==> src/rtl/pil_pkg.sv <==
package pil_pkg;
    parameter int WORD_W = 16;
    localparam int FLAG_W = WORD_W / 8;
    localparam int NCLS   = 2;

    typedef logic [WORD_W-1:0] word_t;
    typedef logic [FLAG_W-1:0] flag_t;

    localparam flag_t FL_CHAR = '1;
    localparam flag_t FL_DATA = '0;

    localparam word_t K_IDLE = 16'hBCBC;
    localparam word_t K_SOD  = 16'hFBF0;
    localparam word_t K_SOC  = 16'hFBF1;
    localparam word_t K_EOP  = 16'hFDFD;
    localparam word_t K_MSG  = 16'h5CF7;

    typedef enum logic [1:0] {P_IDLE, P_SOP, P_BODY, P_EOP} pkt_st_t;
    typedef enum logic       {I_NONE, I_BODY}               ins_st_t;
    typedef enum logic [1:0] {RX_WAIT, RX_FIRST, RX_HOLD}   rx_st_t;
    typedef enum logic       {OWN_DAT, OWN_CTL}             owner_t;
endpackage

==> src/rtl/pil_tx_arb.sv <==
module pil_tx_arb
    import pil_pkg::*;
(
    input  logic              clk,
    input  logic              rst_n,
    input  logic              link_up,
    input  logic              stall,
    input  logic [NCLS-1:0]   req,
    input  logic [NCLS-1:0]   vld,
    input  logic [NCLS-1:0]   last,
    input  word_t             src_word [NCLS],
    output logic [NCLS-1:0]   gnt,
    output logic [NCLS-1:0]   rdy,
    output word_t             pkt_word,
    output flag_t             pkt_flag
);
    pkt_st_t st, st_nx;
    owner_t  own, own_nx;
    logic    fav_ctl, fav_nx;

    always_ff @(posedge clk) begin
        if (!rst_n) begin
            st      <= P_IDLE;
            own     <= OWN_DAT;
            fav_ctl <= 1'b0;
        end else begin
            st      <= st_nx;
            own     <= own_nx;
            fav_ctl <= fav_nx;
        end
    end

    always_comb begin
        st_nx    = st;
        own_nx   = own;
        fav_nx   = fav_ctl;
        gnt      = '0;
        rdy      = '0;
        pkt_word = K_IDLE;
        pkt_flag = FL_CHAR;
        unique case (st)
            P_IDLE: begin
                if (!stall && link_up && (|req)) begin
                    own_nx = (req[OWN_CTL] && (!req[OWN_DAT] || fav_ctl)) ? OWN_CTL : OWN_DAT;
                    st_nx  = P_SOP;
                end
            end
            P_SOP: begin
                if (!stall && link_up) begin
                    gnt[own] = 1'b1;
                    pkt_word = (own == OWN_DAT) ? K_SOD : K_SOC;
                    fav_nx   = (own == OWN_DAT);
                    st_nx    = P_BODY;
                end
            end
            P_BODY: begin
                if (!stall) begin
                    rdy[own] = 1'b1;
                    if (vld[own]) begin
                        pkt_word = src_word[own];
                        pkt_flag = FL_DATA;
                        if (last[own]) st_nx = P_EOP;
                    end
                end
            end
            P_EOP: begin
                if (!stall) begin
                    pkt_word = K_EOP;
                    st_nx    = P_IDLE;
                end
            end
        endcase
    end

    p_gnt_onehot_r2: assert property (@(posedge clk) disable iff (!rst_n)
        $onehot0(gnt));
    p_gnt_pulse_r2: assert property (@(posedge clk) disable iff (!rst_n)
        (|gnt) |=> !(|gnt));
    p_gnt_link_r2: assert property (@(posedge clk) disable iff (!rst_n)
        (|gnt) |-> link_up);
    p_body_hold_r4: assert property (@(posedge clk) disable iff (!rst_n)
        (st == P_BODY && stall) |=> (st == P_BODY && $stable(own)));
endmodule

==> src/rtl/pil_msg_insert.sv <==
module pil_msg_insert
    import pil_pkg::*;
(
    input  logic  clk,
    input  logic  rst_n,
    input  logic  msg_vld,
    input  word_t msg_word,
    input  word_t pkt_word,
    input  flag_t pkt_flag,
    output logic  stall,
    output word_t link_word,
    output flag_t link_flag
);
    ins_st_t ins_st, ins_nx;
    word_t   held;
    word_t   nx_word;
    flag_t   nx_flag;

    always_ff @(posedge clk) begin
        if (!rst_n) begin
            ins_st    <= I_NONE;
            held      <= '0;
            link_word <= K_IDLE;
            link_flag <= FL_CHAR;
        end else begin
            ins_st    <= ins_nx;
            if (msg_vld) held <= msg_word;
            link_word <= nx_word;
            link_flag <= nx_flag;
        end
    end

    always_comb begin
        ins_nx  = ins_st;
        stall   = 1'b0;
        nx_word = pkt_word;
        nx_flag = pkt_flag;
        unique case (ins_st)
            I_NONE: begin
                if (msg_vld) begin
                    stall   = 1'b1;
                    nx_word = K_MSG;
                    nx_flag = FL_CHAR;
                    ins_nx  = I_BODY;
                end
            end
            I_BODY: begin
                stall   = 1'b1;
                nx_word = held;
                nx_flag = FL_DATA;
                ins_nx  = I_NONE;
            end
        endcase
    end

    p_marker_next_r6: assert property (@(posedge clk) disable iff (!rst_n)
        msg_vld |=> (link_flag == FL_CHAR && link_word == K_MSG));
    p_payload_next_r6: assert property (@(posedge clk) disable iff (!rst_n)
        (ins_st == I_BODY) |=> (link_flag == FL_DATA && link_word == $past(held)));
    p_spacing_r6: assert property (@(posedge clk) disable iff (!rst_n)
        msg_vld |=> !msg_vld);
endmodule

==> src/rtl/pil_rx_extract.sv <==
module pil_rx_extract
    import pil_pkg::*;
(
    input  logic  clk,
    input  logic  rst_n,
    input  word_t rx_word,
    input  flag_t rx_flag,
    output logic  pkt_vld,
    output word_t pkt_word,
    output logic  pkt_last,
    output logic  pkt_is_ctl,
    output logic  msg_vld,
    output word_t msg_word
);
    rx_st_t st, st_nx;
    logic   msg_next, msg_next_nx;
    logic   cls, cls_nx;
    word_t  hold, hold_nx;
    logic   o_vld, o_last, o_mvld;
    word_t  o_word, o_mword;
    logic   is_char, is_data;

    assign is_char = (rx_flag == FL_CHAR);
    assign is_data = (rx_flag == FL_DATA);

    always_ff @(posedge clk) begin
        if (!rst_n) begin
            st         <= RX_WAIT;
            msg_next   <= 1'b0;
            cls        <= 1'b0;
            hold       <= '0;
            pkt_vld    <= 1'b0;
            pkt_word   <= '0;
            pkt_last   <= 1'b0;
            pkt_is_ctl <= 1'b0;
            msg_vld    <= 1'b0;
            msg_word   <= '0;
        end else begin
            st         <= st_nx;
            msg_next   <= msg_next_nx;
            cls        <= cls_nx;
            hold       <= hold_nx;
            pkt_vld    <= o_vld;
            pkt_word   <= o_word;
            pkt_last   <= o_last;
            pkt_is_ctl <= cls;
            msg_vld    <= o_mvld;
            msg_word   <= o_mword;
        end
    end

    always_comb begin
        st_nx       = st;
        msg_next_nx = 1'b0;
        cls_nx      = cls;
        hold_nx     = hold;
        o_vld       = 1'b0;
        o_word      = hold;
        o_last      = 1'b0;
        o_mvld      = 1'b0;
        o_mword     = rx_word;
        if (msg_next) begin
            o_mvld = 1'b1;
        end else if (is_char && rx_word == K_MSG) begin
            msg_next_nx = 1'b1;
        end else begin
            unique case (st)
                RX_WAIT: begin
                    if (is_char && rx_word == K_SOD) begin
                        cls_nx = 1'b0;
                        st_nx  = RX_FIRST;
                    end else if (is_char && rx_word == K_SOC) begin
                        cls_nx = 1'b1;
                        st_nx  = RX_FIRST;
                    end
                end
                RX_FIRST: begin
                    if (is_data) begin
                        hold_nx = rx_word;
                        st_nx   = RX_HOLD;
                    end else if (is_char && rx_word == K_EOP) begin
                        st_nx = RX_WAIT;
                    end
                end
                RX_HOLD: begin
                    if (is_data) begin
                        o_vld   = 1'b1;
                        hold_nx = rx_word;
                    end else if (is_char && rx_word == K_EOP) begin
                        o_vld  = 1'b1;
                        o_last = 1'b1;
                        st_nx  = RX_WAIT;
                    end
                end
                default: st_nx = RX_WAIT;
            endcase
        end
    end

    p_msg_out_r8: assert property (@(posedge clk) disable iff (!rst_n)
        msg_next |=> (msg_vld && msg_word == $past(rx_word)));
    p_last_gap_r9: assert property (@(posedge clk) disable iff (!rst_n)
        (pkt_vld && pkt_last) |=> !pkt_vld);
endmodule

==> src/rtl/prio_insert_link.sv <==
module prio_insert_link
    import pil_pkg::*;
(
    input  logic              clk,
    input  logic              rst_n,
    input  logic              link_up,
    input  logic              dat_req,
    output logic              dat_gnt,
    input  logic              dat_vld,
    input  logic [WORD_W-1:0] dat_word,
    input  logic              dat_last,
    output logic              dat_rdy,
    input  logic              ctl_req,
    output logic              ctl_gnt,
    input  logic              ctl_vld,
    input  logic [WORD_W-1:0] ctl_word,
    input  logic              ctl_last,
    output logic              ctl_rdy,
    input  logic              msg_vld,
    input  logic [WORD_W-1:0] msg_word,
    output logic [WORD_W-1:0] tx_word,
    output logic [FLAG_W-1:0] tx_flag,
    input  logic [WORD_W-1:0] rx_word,
    input  logic [FLAG_W-1:0] rx_flag,
    output logic              rx_pkt_vld,
    output logic [WORD_W-1:0] rx_pkt_word,
    output logic              rx_pkt_last,
    output logic              rx_pkt_is_ctl,
    output logic              rx_msg_vld,
    output logic [WORD_W-1:0] rx_msg_word
);
    logic [NCLS-1:0] req_v, vld_v, last_v, gnt_v, rdy_v;
    word_t           src_v [NCLS];
    word_t           pkt_word;
    flag_t           pkt_flag;
    logic            stall;

    assign req_v    = {ctl_req, dat_req};
    assign vld_v    = {ctl_vld, dat_vld};
    assign last_v   = {ctl_last, dat_last};
    assign src_v[0] = dat_word;
    assign src_v[1] = ctl_word;
    assign dat_gnt  = gnt_v[0];
    assign ctl_gnt  = gnt_v[1];
    assign dat_rdy  = rdy_v[0];
    assign ctl_rdy  = rdy_v[1];

    pil_tx_arb u_arb (
        .clk      (clk),
        .rst_n    (rst_n),
        .link_up  (link_up),
        .stall    (stall),
        .req      (req_v),
        .vld      (vld_v),
        .last     (last_v),
        .src_word (src_v),
        .gnt      (gnt_v),
        .rdy      (rdy_v),
        .pkt_word (pkt_word),
        .pkt_flag (pkt_flag)
    );

    pil_msg_insert u_ins (
        .clk       (clk),
        .rst_n     (rst_n),
        .msg_vld   (msg_vld),
        .msg_word  (msg_word),
        .pkt_word  (pkt_word),
        .pkt_flag  (pkt_flag),
        .stall     (stall),
        .link_word (tx_word),
        .link_flag (tx_flag)
    );

    pil_rx_extract u_rx (
        .clk        (clk),
        .rst_n      (rst_n),
        .rx_word    (rx_word),
        .rx_flag    (rx_flag),
        .pkt_vld    (rx_pkt_vld),
        .pkt_word   (rx_pkt_word),
        .pkt_last   (rx_pkt_last),
        .pkt_is_ctl (rx_pkt_is_ctl),
        .msg_vld    (rx_msg_vld),
        .msg_word   (rx_msg_word)
    );

    p_stall_rdy_r7: assert property (@(posedge clk) disable iff (!rst_n)
        msg_vld |-> (!dat_rdy && !ctl_rdy));
endmodule

==> config.mk <==
export PLATFORM = sky130hd
export DESIGN_NAME = prio_insert_link
export DESIGN_NICKNAME = d
export VERILOG_FILES = /design/src/rtl/pil_pkg.sv /design/src/rtl/pil_tx_arb.sv /design/src/rtl/pil_msg_insert.sv /design/src/rtl/pil_rx_extract.sv /design/src/rtl/prio_insert_link.sv
export SDC_FILE = /design/constraint.sdc
export NUM_CORES = 1
export LEC_CHECK = 0
export BUFFER_PORTS_ARGS = -buffer_cell sky130_fd_sc_hd__buf_4
export CORE_ASPECT_RATIO = 1.5
export CORE_MARGIN = 8
export CORE_UTILIZATION = 30
export CTS_BUF_LIST = sky130_fd_sc_hd__clkbuf_4
export DETAILED_ROUTE_END_ITERATION = 10
export PLACE_DENSITY_LB_ADDON = 0.15
export SYNTH_ARGS = -nofsm -noshare
export SYNTH_HDL_FRONTEND = slang
export SYNTH_HIERARCHICAL = 1
export SYNTH_SLANG_ARGS = --single-unit
==> constraint.sdc <==
create_clock -name clk -period 2.6 [get_ports clk]
set_clock_uncertainty 0.1 [all_clocks]
set_input_delay 0.52 -clock clk [delete_from_list [all_inputs] [get_ports clk]]
set_output_delay 0.52 -clock clk [all_outputs]
set_load 0.05 [all_outputs]
==> qor.txt <==
CLOCK NETWORK
-------------------------------------------------------------------------------------
Clock-pin slew of the registers on the worst-case setup and hold paths        0.18 ns
Number of clock buffers inserted by TritonCTS                                       9
Clock net sink count                                                               95
CTS H-tree depth                                                                    3
Root Buffer                                                              sky130_fd_sc_hd__clkbuf_4
Max Buffers Root-to-Sink                                                            2
Number of buffers inserted by post-CTS setup repair                                 0
TritonCTS clock tree                                                              yes
Clock latency on the worst-skew pair                                          0.45 ns

GRT
-------------------------------------------------------------------------------------
Antenna violations before repair                                                    1
Tot GR Track Use                                                                13.3%
Grt total ovfl                                                                      0
Number of global-route vias before repair                                        3359
First-pass GRT wire length                                                   17300 um
Largest net degree at the start of global routing                                  45

CRITICAL PATH
-------------------------------------------------------------------------------------
Startpoint type of the worst setup path                                     flip-flop
Worst setup path start                                                    u_arb/st[0]
Reg-to-reg endpoint                                                      u_ins/link_word[15]
Arrival time at the worst endpoint                                            1.83 ns
Ordered list of cells on the worst path                                  inv_1 -> ha_1 -> nand2b_1 -> nor2_1 -> buf_4
CP top delay family                                                        flip-flops
Top fanout value on the critical path                                               8
Sort of element at the end of the critical path                           output port
Critical-path cell with the highest stage delay                          sky130_fd_sc_hd__dfxtp_1
Worst Path Class, Setup                                                  flip-flop to output port
Levels on crit path                                                                 5
R2r worst-path depth                                                                6
Data required time of the critical path                                       1.98 ns
Count of buffer and inverter cells on the critical path                             2
Start of the worst register-to-register path                             u_ins/ins_st
Delay of the slowest cell on the worst path                                   0.37 ns
Reg2reg setup slack                                                           0.56 ns

ROUTING
-------------------------------------------------------------------------------------
Number of optimization iterations in the first detailed-route pass                  4
DRT antenna net count                                                               0
Total Routed Length                                                          11600 um
Residual DRC count                                                                  0
Routed vias                                                                      3136
Mean number of vias per cell                                                     4.62
Initial DRC Count                                                                  98
Post-DR wirelength/cell                                                       17.1 um

LOGIC SYNTHESIS
-------------------------------------------------------------------------------------
Cells after Synth                                                                 383
Cell types occupying the most area after synthesis                       sky130_fd_sc_hd__dfxtp_1 (48%), sky130_fd_sc_hd__mux2i_1 (6.3%), sky130_fd_sc_hd__and2_1 (5.4%)
Synthesized Nets                                                                  468
Avg Cell Area, Syn                                                         10.3 sq um
Unique cell type count in the Yosys netlist                                        49
Most frequently used flop master after synthesis                         sky130_fd_sc_hd__dfxtp_1
Netlist Area Pre-Place                                                     3940 sq um
Fraction of registers with async set/reset                                         0%
Number of enable-type register cells in the synthesized netlist                     0
Top-area cell type share of the netlist area                                    48.2%
Synthesis warning total                                                             6
Area leader, netlist                                                     sky130_fd_sc_hd__dfxtp_1
Number of synthesized register bits                                                95
Sequential share of the synthesized area                                        48.2%

RUN
-------------------------------------------------------------------------------------
Max-Cap Viols                                                                       0

WORST HOLD PATH
-------------------------------------------------------------------------------------
Worst hold path endpoint                                                 u_rx/msg_word[12]
Launch point of the worst hold path                                       rx_word[12]
Worst hold path stage count                                                         2
Hold Crit Class                                                          input port to flip-flop

DIE
-------------------------------------------------------------------------------------
Number of placement rows                                                           51
Count of boundary I/O pins                                                        134
Die Ht                                                                         156 um
Die ar.                                                                   17100 sq um
Core area                                                                 12900 sq um
Die W                                                                          110 um
Effective utilization at floorplan                                              30.6%

LAYOUT
-------------------------------------------------------------------------------------
Nets                                                                              599
Core occupancy in the finished layout                                           40.3%
Syn-to-layout area delta                                                        31.8%
Share of cells above drive strength 1                                           36.8%
Design Area, Final                                                         5200 sq um

POWER AND IR DROP
-------------------------------------------------------------------------------------
Maximum vdd drop                                                           0.000260 V
Switching share of total power                                                  36.5%
Power density cells                                                       672 nW/um^2
Reported leakage power                                                     0.00230 uW
Fraction of power consumed by the clock network                                 23.2%
Cell-internal power                                                           2220 uW
Net switching power                                                           1270 uW
Combinational power share                                                       30.3%
Sequential power share                                                          46.5%

PLACED DESIGN
-------------------------------------------------------------------------------------
HPWL reported at the end of detailed placement                                9110 um
Number of buffers inserted by port buffering                                      133
Area after detailed placement                                              5040 sq um
Gpl congestion                                                                  0.768

STA
-------------------------------------------------------------------------------------
Worst relative slew slack                                                       60.4%
Actual slew at the worst max-slew pin                                        0.586 ns
Endpoints failing setup                                                             0
Total Neg Setup Slack                                                            0 ns
Maximum achievable frequency                                                  408 MHz
Post-layout min period                                                        2.45 ns
Unrepaired setup endpoints after global routing                                    no
Final Max Slew Viols                                                                0
Part of the cycle the worst path needs                                          94.3%
Final-report hold violation count                                                   0

RUN STATUS
-------------------------------------------------------------------------------------
Result of the run                                                           completed

## synth_stat cells (2+ instances only)
cell type / n
sky130_fd_sc_hd__or3_1: 3
sky130_fd_sc_hd__o21ai_0: 11
sky130_fd_sc_hd__nor2_1: 29
sky130_fd_sc_hd__and2_1: 34
sky130_fd_sc_hd__inv_2: 4
sky130_fd_sc_hd__inv_1: 11
sky130_fd_sc_hd__and3_1: 3
sky130_fd_sc_hd__o221a_1: 3
sky130_fd_sc_hd__nor2b_1: 18
sky130_fd_sc_hd__mux2_2: 3
sky130_fd_sc_hd__mux2_4: 10
sky130_fd_sc_hd__o2111ai_1: 2
sky130_fd_sc_hd__nor3_2: 2
sky130_fd_sc_hd__nor3_1: 11
sky130_fd_sc_hd__buf_2: 3
sky130_fd_sc_hd__a31oi_1: 2
sky130_fd_sc_hd__buf_4: 6
sky130_fd_sc_hd__mux2i_1: 25
sky130_fd_sc_hd__a211oi_2: 7
sky130_fd_sc_hd__nand4b_1: 2
sky130_fd_sc_hd__buf_6: 4
sky130_fd_sc_hd__nand2_1: 18
sky130_fd_sc_hd__a21oi_1: 6
sky130_fd_sc_hd__clkbuf_1: 4
sky130_fd_sc_hd__nand4_1: 3
sky130_fd_sc_hd__ha_1: 9
sky130_fd_sc_hd__dfxtp_1: 95
sky130_fd_sc_hd__a221o_1: 3
sky130_fd_sc_hd__o21ai_1: 20
sky130_fd_sc_hd__mux2_1: 7
sky130_fd_sc_hd__or2_2: 3
sky130_fd_sc_hd__buf_8: 2
sky130_fd_sc_hd__nand3_1: 4
## logic make-up (layout without fill, tap and decap cells)
family                     Yosys count  count (layout)  share of synthesized area (%)
AOI/OAI and AO/OA                   61              61                           10.9
other                                0               1                              0
buffers and inverters               35             171                           5.74
and+or+nand+nor                    138             138                           19.2
muxes                               45              45                           13.0
adders and majority gates            9               9                           2.86
DFF                                 95              95                           48.2
## power by group through the flow
| stage | registers, uW | clock network (uW) | logic, uW |
|---|---|---|---|
| after floorplan | 1840 | 0 | 538 |
| after global placement | 1650 | 0 | 1060 |
| after detailed placement | 1660 | 0 | 1070 |
| after CTS | 1630 | 863 | 1070 |
| after global routing | 1640 | 910 | 1150 |
| final | 1620 | 808 | 1060 |
## routing by layer
layer  vias to the layer above  share of wire [%]  routed length, um  global-route usage [%]
li1                       1576                  -                  -                       -
met1                      1459                 37               4300                    13.3
met2                        92                 55               6330                    24.8
met3                         9                7.1                823                    4.08
met4                         0                1.1                132                    4.52
met5                         -                  0                  0                       0
## cell type report
type                    instances  area [sq um]
fillers                      1329          7690
repair buffers                140          1070
clock buffers                   9          67.6
well taps                     159           199
clock inverters                 7          81.3
flip-flops and latches         95          1900
inverters                      15          56.3
diodes                          1          2.50
multi-input cells             253          1820
## metrics by stage
stage,hold WS [ns],cells,worst slack (ns),total power (uW)
after CTS,0.130,678,0.00633,3560
after detailed placement,0.339,662,0.171,2720
final,0.176,679,0.148,3490
after floorplan,0.321,383,0.298,2380
after global routing,0.121,679,0.00432,3700
after global placement,0.331,662,0.204,2710
## placed cells by master, fill, tap and decap left out, types with 3 or more instances in the layout
cell type / n
sky130_fd_sc_hd__a221o_1: 3
sky130_fd_sc_hd__dfxtp_1: 95
sky130_fd_sc_hd__mux2i_1: 25
sky130_fd_sc_hd__nor3_1: 11
sky130_fd_sc_hd__nand3_1: 4
sky130_fd_sc_hd__o221a_1: 3
sky130_fd_sc_hd__mux2_4: 10
sky130_fd_sc_hd__clkbuf_4: 9
sky130_fd_sc_hd__and3_1: 3
sky130_fd_sc_hd__and2_1: 34
sky130_fd_sc_hd__a211oi_2: 7
sky130_fd_sc_hd__a21oi_1: 6
sky130_fd_sc_hd__nand2_1: 17
sky130_fd_sc_hd__o21ai_0: 11
sky130_fd_sc_hd__or2_2: 3
sky130_fd_sc_hd__mux2_2: 3
sky130_fd_sc_hd__nor2_1: 28
sky130_fd_sc_hd__inv_2: 4
sky130_fd_sc_hd__nand4_1: 3
sky130_fd_sc_hd__or3_1: 3
sky130_fd_sc_hd__nor2b_1: 18
sky130_fd_sc_hd__ha_1: 9
sky130_fd_sc_hd__inv_1: 11
sky130_fd_sc_hd__mux2_1: 7
sky130_fd_sc_hd__inv_6: 3
sky130_fd_sc_hd__o21ai_1: 20
sky130_fd_sc_hd__buf_4: 138
## what timing repair did
action / CTS / global route
hold buffers: 0 / 0
gates resized for setup: 0 / 3
endpoints found under the setup margin: 0 / 2
endpoints found under the hold margin: 0 / 0
## worst max path at each step
stage,endpoint,slack (ns)
finish,ctl_rdy,0.15
global route,ctl_rdy,0.004
CTS,ctl_gnt,0.006
detailed placement,u_rx/hold[1],0.17
global placement,u_rx/hold[12],0.20
floorplan,ctl_gnt,0.30
## registers in the layout (all words and copies together), names as in the netlist, 2 cells and up
signal and count:
u_ins/held 16, u_ins/link_word 16, u_rx/hold 16, u_rx/msg_word 16, u_rx/pkt_word 16, u_arb/st 2, u_ins/link_flag 2, u_rx/st 2
Note: power is estimated with default switching activity, not from simulation.
